==> config.mk <==
export PLATFORM = sky130hd
export DESIGN_NAME = spi_slv_rx
export DESIGN_NICKNAME = d
export VERILOG_FILES = /design/src/rtl/spi_rx_pkg.sv /design/src/rtl/spi_rx_sync.sv /design/src/rtl/spi_rx_shift.sv /design/src/rtl/spi_rx_stat.sv /design/src/rtl/spi_slv_rx.sv
export SDC_FILE = /design/constraint.sdc
export NUM_CORES = 1
export LEC_CHECK = 0
export ABC_AREA = 1
export BUFFER_PORTS_ARGS = -buffer_cell sky130_fd_sc_hd__buf_2
export CORE_ASPECT_RATIO = 0.6
export CORE_MARGIN = 2
export CORE_UTILIZATION = 47
export CTS_CLUSTER_DIAMETER = 200
export DETAILED_ROUTE_END_ITERATION = 12
export GPL_ROUTABILITY_DRIVEN = 1
export PLACE_DENSITY_LB_ADDON = 0.3
export REMOVE_ABC_BUFFERS = 1
export SETUP_SLACK_MARGIN = 0.02
export SYNTH_ARGS = -nofsm -noshare
export SYNTH_HDL_FRONTEND = slang
export SYNTH_SLANG_ARGS = --single-unit
==> constraint.sdc <==
create_clock -name clk -period 1.7 [get_ports clk]
set_input_delay 0.255 -clock clk [delete_from_list [all_inputs] [get_ports clk]]
set_output_delay 0.255 -clock clk [all_outputs]
set_load 0.01 [all_outputs]
==> src/rtl/spi_rx_pkg.sv <==
package spi_rx_pkg;
   // Bit positions in the write port
   localparam int WB_IRQ   = 0;
   localparam int WB_ABORT = 1;
   localparam int WB_FORCE = 2;
   localparam int WR_W     = 3;

   typedef struct packed {
      logic done;
      logic abort;
   } rx_evt_t;
endpackage

==> src/rtl/spi_rx_sync.sv <==
module spi_rx_sync #(
   parameter int                 WIDTH   = 3,
   parameter int                 STAGES  = 2,
   parameter logic [WIDTH-1:0]   RST_VAL = '0
) (
   input  logic             clk,
   input  logic             rst_n,
   input  logic [WIDTH-1:0] d_in,
   output logic [WIDTH-1:0] q_out
);
   if (STAGES < 1) begin : g_bad_stages
      $error("spi_rx_sync: STAGES must be at least 1");
   end

   logic [WIDTH-1:0] stg [STAGES];

   for (genvar i = 0; i < STAGES; i++) begin : g_stage
      if (i == 0) begin : g_first
         always_ff @(posedge clk or negedge rst_n) begin
            if (!rst_n) stg[i] <= RST_VAL;
            else        stg[i] <= d_in;
         end
      end else begin : g_next
         always_ff @(posedge clk or negedge rst_n) begin
            if (!rst_n) stg[i] <= RST_VAL;
            else        stg[i] <= stg[i-1];
         end
      end
   end

   assign q_out = stg[STAGES-1];
endmodule

==> src/rtl/spi_rx_shift.sv <==
module spi_rx_shift #(
   parameter int MAX_BITS       = 8,
   parameter bit SAMPLE_ON_FALL = 1'b0,
   parameter int LEN_W          = $clog2(MAX_BITS)
) (
   input  logic                 clk,
   input  logic                 rst_n,
   input  logic                 sck_s,
   input  logic                 mosi_s,
   input  logic                 ss_n_s,
   input  logic [LEN_W-1:0]     char_len,
   input  logic [MAX_BITS-1:0]  tx_data,
   output logic                 miso,
   output logic [MAX_BITS-1:0]  rx_data,
   output spi_rx_pkg::rx_evt_t  evt
);
   logic                sck_q;
   logic                take;
   logic [LEN_W-1:0]    bit_cnt;
   logic [LEN_W-1:0]    last_idx;
   logic [LEN_W-1:0]    tx_idx;
   logic [MAX_BITS-1:0] sh;
   logic [MAX_BITS-1:0] sh_nxt;

   always_ff @(posedge clk or negedge rst_n) begin
      if (!rst_n) sck_q <= 1'b0;
      else        sck_q <= sck_s;
   end

   // The parameter selects which serial-clock edge samples
   if (SAMPLE_ON_FALL) begin : g_fall
      assign take = sck_q & ~sck_s;
   end else begin : g_rise
      assign take = sck_s & ~sck_q;
   end

   // A length field of zero wraps to the full width
   assign last_idx = char_len - LEN_W'(1);
   assign tx_idx   = last_idx - bit_cnt;
   assign miso     = ~ss_n_s & tx_data[tx_idx];

   always_comb begin
      if (bit_cnt == '0) sh_nxt = {{(MAX_BITS-1){1'b0}}, mosi_s};
      else               sh_nxt = {sh[MAX_BITS-2:0], mosi_s};
   end

   always_ff @(posedge clk or negedge rst_n) begin
      if (!rst_n) begin
         bit_cnt   <= '0;
         sh        <= '0;
         rx_data   <= '0;
         evt.done  <= 1'b0;
         evt.abort <= 1'b0;
      end else begin
         evt.done  <= 1'b0;
         evt.abort <= 1'b0;
         if (ss_n_s) begin
            bit_cnt   <= '0;
            evt.abort <= (bit_cnt != '0);
         end else if (take) begin
            sh <= sh_nxt;
            if (bit_cnt == last_idx) begin
               bit_cnt  <= '0;
               rx_data  <= sh_nxt;
               evt.done <= 1'b1;
            end else begin
               bit_cnt <= bit_cnt + LEN_W'(1);
            end
         end
      end
   end
endmodule

==> src/rtl/spi_rx_stat.sv <==
module spi_rx_stat
   import spi_rx_pkg::*;
(
   input  logic            clk,
   input  logic            rst_n,
   input  rx_evt_t         evt,
   input  logic            wr_en,
   input  logic [WR_W-1:0] wr_data,
   output logic            irq,
   output logic            abort_flag
);
   logic force_irq, clr_irq, clr_abort;

   assign force_irq = wr_en & wr_data[WB_FORCE];
   assign clr_irq   = wr_en & wr_data[WB_IRQ];
   assign clr_abort = wr_en & wr_data[WB_ABORT];

   // A new event wins over a clear in the same cycle
   always_ff @(posedge clk or negedge rst_n) begin
      if (!rst_n) begin
         irq        <= 1'b0;
         abort_flag <= 1'b0;
      end else begin
         if (evt.done | evt.abort | force_irq) irq <= 1'b1;
         else if (clr_irq)                     irq <= 1'b0;
         if (evt.abort)                        abort_flag <= 1'b1;
         else if (clr_abort)                   abort_flag <= 1'b0;
      end
   end
endmodule

==> src/rtl/spi_slv_rx.sv <==
module spi_slv_rx
   import spi_rx_pkg::*;
#(
   parameter int MAX_BITS       = 8,
   parameter int SYNC_STAGES    = 2,
   parameter bit SAMPLE_ON_FALL = 1'b0,
   parameter int LEN_W          = $clog2(MAX_BITS)
) (
   input  logic                clk,
   input  logic                rst_n,
   input  logic                sck_pin,
   input  logic                mosi_pin,
   input  logic                ss_n_pin,
   output logic                miso_pin,
   input  logic [LEN_W-1:0]    char_len,
   input  logic [MAX_BITS-1:0] tx_data,
   input  logic                reg_wr,
   input  logic [WR_W-1:0]     reg_wdata,
   output logic [MAX_BITS-1:0] rx_data,
   output logic                rx_valid,
   output logic                abort_flag,
   output logic                irq
);
   if (MAX_BITS < 2 || (MAX_BITS & (MAX_BITS - 1)) != 0) begin : g_bad_bits
      $error("spi_slv_rx: MAX_BITS must be a power of two of at least 2");
   end
   if (LEN_W != $clog2(MAX_BITS)) begin : g_bad_len
      $error("spi_slv_rx: LEN_W must equal clog2(MAX_BITS)");
   end

   logic    sck_s, mosi_s, ss_n_s;
   rx_evt_t evt;

   spi_rx_sync #(
      .WIDTH   (3),
      .STAGES  (SYNC_STAGES),
      .RST_VAL (3'b100)
   ) u_sync (
      .clk   (clk),
      .rst_n (rst_n),
      .d_in  ({ss_n_pin, sck_pin, mosi_pin}),
      .q_out ({ss_n_s, sck_s, mosi_s})
   );

   spi_rx_shift #(
      .MAX_BITS       (MAX_BITS),
      .SAMPLE_ON_FALL (SAMPLE_ON_FALL),
      .LEN_W          (LEN_W)
   ) u_shift (
      .clk      (clk),
      .rst_n    (rst_n),
      .sck_s    (sck_s),
      .mosi_s   (mosi_s),
      .ss_n_s   (ss_n_s),
      .char_len (char_len),
      .tx_data  (tx_data),
      .miso     (miso_pin),
      .rx_data  (rx_data),
      .evt      (evt)
   );

   spi_rx_stat u_stat (
      .clk        (clk),
      .rst_n      (rst_n),
      .evt        (evt),
      .wr_en      (reg_wr),
      .wr_data    (reg_wdata),
      .irq        (irq),
      .abort_flag (abort_flag)
   );

   assign rx_valid = evt.done;
endmodule

==> out/qor.tcl <==
set qor(wl_um) 2520
set qor(max_rail_drop_vdd_mv) 0.597
set qor(design.portCount) 32
set qor(status) {complete, but fails checks}
set qor(seq_area_frac_synth) 0.531
set qor(worst_hold_startpoint) {ss_n_pin}
set qor(grt_antenna_before_repair) 0
set qor(drt-initial-drc-count) 28
set qor(cts_tree) {done}
set qor(critical_path.reg2reg.startpoint) {u_shift.bit_cnt[1]}
set qor(final_period_minus_worst_setup_slack_ns) 2.19
set qor(numCtsBuffers) 5
set qor(final-hold-violation-count) 0
set qor(clock_skew_ns) 0.00309
set qor(number_of_vias_after_detailed_routing) 1093
set qor(crit_end_category) {output port}
set qor(grt_start_max_net_pins) 30
set qor(synth_cell_types) 23
set qor(rsz0062_at_grt) {yes}
set qor(timing.critical_path.from_type) {flop}
set qor(totalNegativeSetupSlack_ns) -0.493
set qor(drc_violation_count_after_routing) 0
set qor(nets) 220
set qor(synthesis.area_per_instance_um2) 8.90
set qor(drt-pass1-iter-count) 4
set qor(floorplan.die.width_um) 73.7
set qor(routed_len_inst_um) 11.0
set qor(source_to_sink_clock_delay_at_the_later_pin_of_the_worst_skew_pair_ns) 0.28
set qor(holdCritPathClass) {in2reg}
set qor(r2r.worst_path.cells) 9
set qor(instances_no_fill) 229
set qor(crit_start) {u_shift.bit_cnt[0]}
set qor(regToRegSetupSlack_ns) 0.21
set qor(post-place-cells) 219
set qor(nFillCells) 237
set qor(critical_path.max_fanout) 3
set qor(ys_warn_count) 0
set qor(maxCapViolations) 0
set qor(timing_max_transition_violations_final) 0
set qor(htree_num_levels) 2
set qor(initial_core_util) 0.487
set qor(root_buf_cell) {sky130_fd_sc_hd__clkbuf_8}
set qor(worst_hold_path.num_cells) 1
set qor(power-per-cell-area_nw_per_um2) 937
set qor(final.period_utilization) 1.29
set qor(grt_util_all_layers) 0.177
set qor(critical_path.reg2reg.endpoint) {u_shift.rx_data[0]}
set qor(grt_first_pass_wirelength_um) 4220
set qor(floorplan.die_area_um2) 3380
set qor(drive_gt1_frac) 0.313
set qor(core-area_um2) 2820
set qor(postLayoutSetupSlackWorst_ns) -0.493
set qor(tightest_slew_ns) 0.592
set qor(antenna_violating_nets_remaining) 0
set qor(first_global_vias) 986
set qor(final_util) 0.607
set qor(detailedPlacementHpwl_um) 1970
set qor(placementRows) 15
set qor(syn2layout_area_growth_pct) 24.5
set qor(critPathArrivalTime_ns) 1.94
set qor(max_freq_ghz) 0.456
set qor(tritoncts_num_sinks) 29
set qor(detail_route.vias_per_cell) 4.77
set qor(final_setup_violation_count) 1
set qor(die_height_um) 45.8
set qor(maxSlewHeadroom) 0.605
set qor(cts_max_path_buffers) 2
set qor(cp.required_ns) 1.44
set qor(synth_area_um2) 1370
set qor(hold_end) {u_sync.stg[5]}
set qor(criticalPathCategory) {reg2out}
set qor(whs_ns) 0.0710
set qor(cts.reportedPaths.clkPinSlew_ns) 0.06
set qor(grt.overflow.total) 0
set qor(cellLeakagePower_uw) 0.000952
set qor(place_congestion) 0.759
set qor(post_synth_inst_count) 154
set qor(io_buffer_count) 31
set qor(failed_checks) {negative setup slack}
set qor(antenna_fix_cells) 0
set qor(ffs_latches_synth) 29
layout make-up:
| type | count | area, um2 | share of cell area |
|---|---|---|---|
| Timing Repair Buffer | 35 | 188 | 0.110 |
| Multi-Input combinational cell | 100 | 562 | 0.329 |
| Tap cell | 34 | 42.5 | 0.0249 |
| Sequential cell | 29 | 728 | 0.426 |
| Clock buffer | 7 | 96.3 | 0.0564 |
| Inverter | 23 | 86.3 | 0.0505 |
| Clock inverter | 1 | 5.00 | 0.00293 |
flip-flops by register name, summed over array words and instances (netlist names):
register and cells:
u_sync.stg 3, u_stat.abort_flag 1, u_stat.irq 1, u_shift.evt 2, u_sync.q_out 3, u_shift.sh 7
u_shift.bit_cnt 3, u_shift.sck_q 1, u_shift.rx_data 8
metal layers:
metal  track usage  up-vias  part of all wire
li1              -      564                 -
met1         0.226      501              0.48
met2         0.268       23              0.46
met3        0.0664        5             0.048
met4        0.0873        0             0.012
met5             0        -                 0
timing repair:
action	4_1_cts	5_1_grt
endpoints found under the hold margin	27	0
hold buffers	1	0
buffers inserted	1	0
setup endpoints to repair	1	1
pin swaps	8	0
resized for setup	5	2
Yosys cell counts:
cell type | n | area (um2)
sky130_fd_sc_hd__buf_2 | 1 | 5.00
sky130_fd_sc_hd__o21ai_2 | 1 | 8.76
sky130_fd_sc_hd__nand2_4 | 2 | 22.5
sky130_fd_sc_hd__nor2_1 | 12 | 45.0
sky130_fd_sc_hd__dfstp_2 | 2 | 52.6
sky130_fd_sc_hd__nor2_4 | 1 | 11.3
sky130_fd_sc_hd__o21ai_0 | 11 | 55.1
sky130_fd_sc_hd__nand2_1 | 42 | 158
sky130_fd_sc_hd__nand3_1 | 9 | 45.0
sky130_fd_sc_hd__ha_1 | 5 | 62.6
sky130_fd_sc_hd__a22oi_1 | 1 | 7.51
sky130_fd_sc_hd__nand2_2 | 3 | 18.8
sky130_fd_sc_hd__buf_6 | 1 | 11.3
sky130_fd_sc_hd__dfrtp_1 | 27 | 676
sky130_fd_sc_hd__o21ai_1 | 6 | 30.0
sky130_fd_sc_hd__nand3_2 | 1 | 10.0
sky130_fd_sc_hd__fa_1 | 1 | 20.0
sky130_fd_sc_hd__inv_1 | 22 | 82.6
sky130_fd_sc_hd__inv_2 | 1 | 3.75
sky130_fd_sc_hd__xor2_1 | 1 | 8.76
sky130_fd_sc_hd__nor2_8 | 1 | 20.0
sky130_fd_sc_hd__a21oi_1 | 2 | 10.0
sky130_fd_sc_hd__a21o_1 | 1 | 7.51
worst max-delay path, cell delays in order, from the launching register on:
cell	delay, ns
sky130_fd_sc_hd__dfrtp_1	0.38
sky130_fd_sc_hd__ha_2	0.19
sky130_fd_sc_hd__fa_2	0.57
sky130_fd_sc_hd__inv_2	0.06
sky130_fd_sc_hd__a21oi_2	0.10
sky130_fd_sc_hd__a22oi_1	0.10
sky130_fd_sc_hd__nor2_1	0.09
sky130_fd_sc_hd__nor2_1	0.04
sky130_fd_sc_hd__buf_2	0.13
placed cells by master (no fill, tap or decap), drive strengths merged:
cell type,synthesis,layout
clkinv,0,1
a21o,1,1
a21oi,2,2
dfstp,2,2
inv,23,23
ha,5,5
xor2,1,1
o21ai,18,18
buf,2,34
nand3,10,10
nor2,14,14
dlygate4sd3,0,1
nand2,47,47
a22oi,1,1
clkbuf,0,7
fa,1,1
dfrtp,27,27
worst max path at each step:
stage	end	slack, ns	cells past startpoint
finish	miso_pin	-0.49	8
CTS	miso_pin	-0.50	8
floorplan	miso_pin	-0.12	7
detailed placement	miso_pin	-0.37	10
global route	miso_pin	-0.57	8
global placement	miso_pin	-0.30	10
per-stage QoR:
stage | setup slack [ns] | power, uW | instance area (um2)
after floorplan | -0.124 | 893 | 1360
after global placement | -0.300 | 972 | 1570
after detailed placement | -0.375 | 988 | 1570
after CTS | -0.504 | 1620 | 1700
after global routing | -0.570 | 1690 | 1710
final | -0.493 | 1600 | 1710
report_power, final:
group / switching [uW] / internal (uW) / leakage, uW
Clock: 243 / 365 / 0.0000542
Combinational: 148 / 97.8 / 0.000520
Sequential: 16.9 / 729 / 0.000378
Total: 408 / 1190 / 0.000952
cells by family (layout without fill, tap and decap cells):
kind of cell | after synthesis | count (layout) | share of synthesized area
XOR/XNOR | 1 | 1 | 0.00639
adder cells (fa/ha/maj) | 6 | 6 | 0.0602
flip-flops | 29 | 29 | 0.531
AO/OA/AOI/OAI | 22 | 22 | 0.0867
AND/OR/NAND/NOR | 71 | 71 | 0.241
buffers and inverters | 25 | 66 | 0.0748
Power figures use the tool's default switching activity.
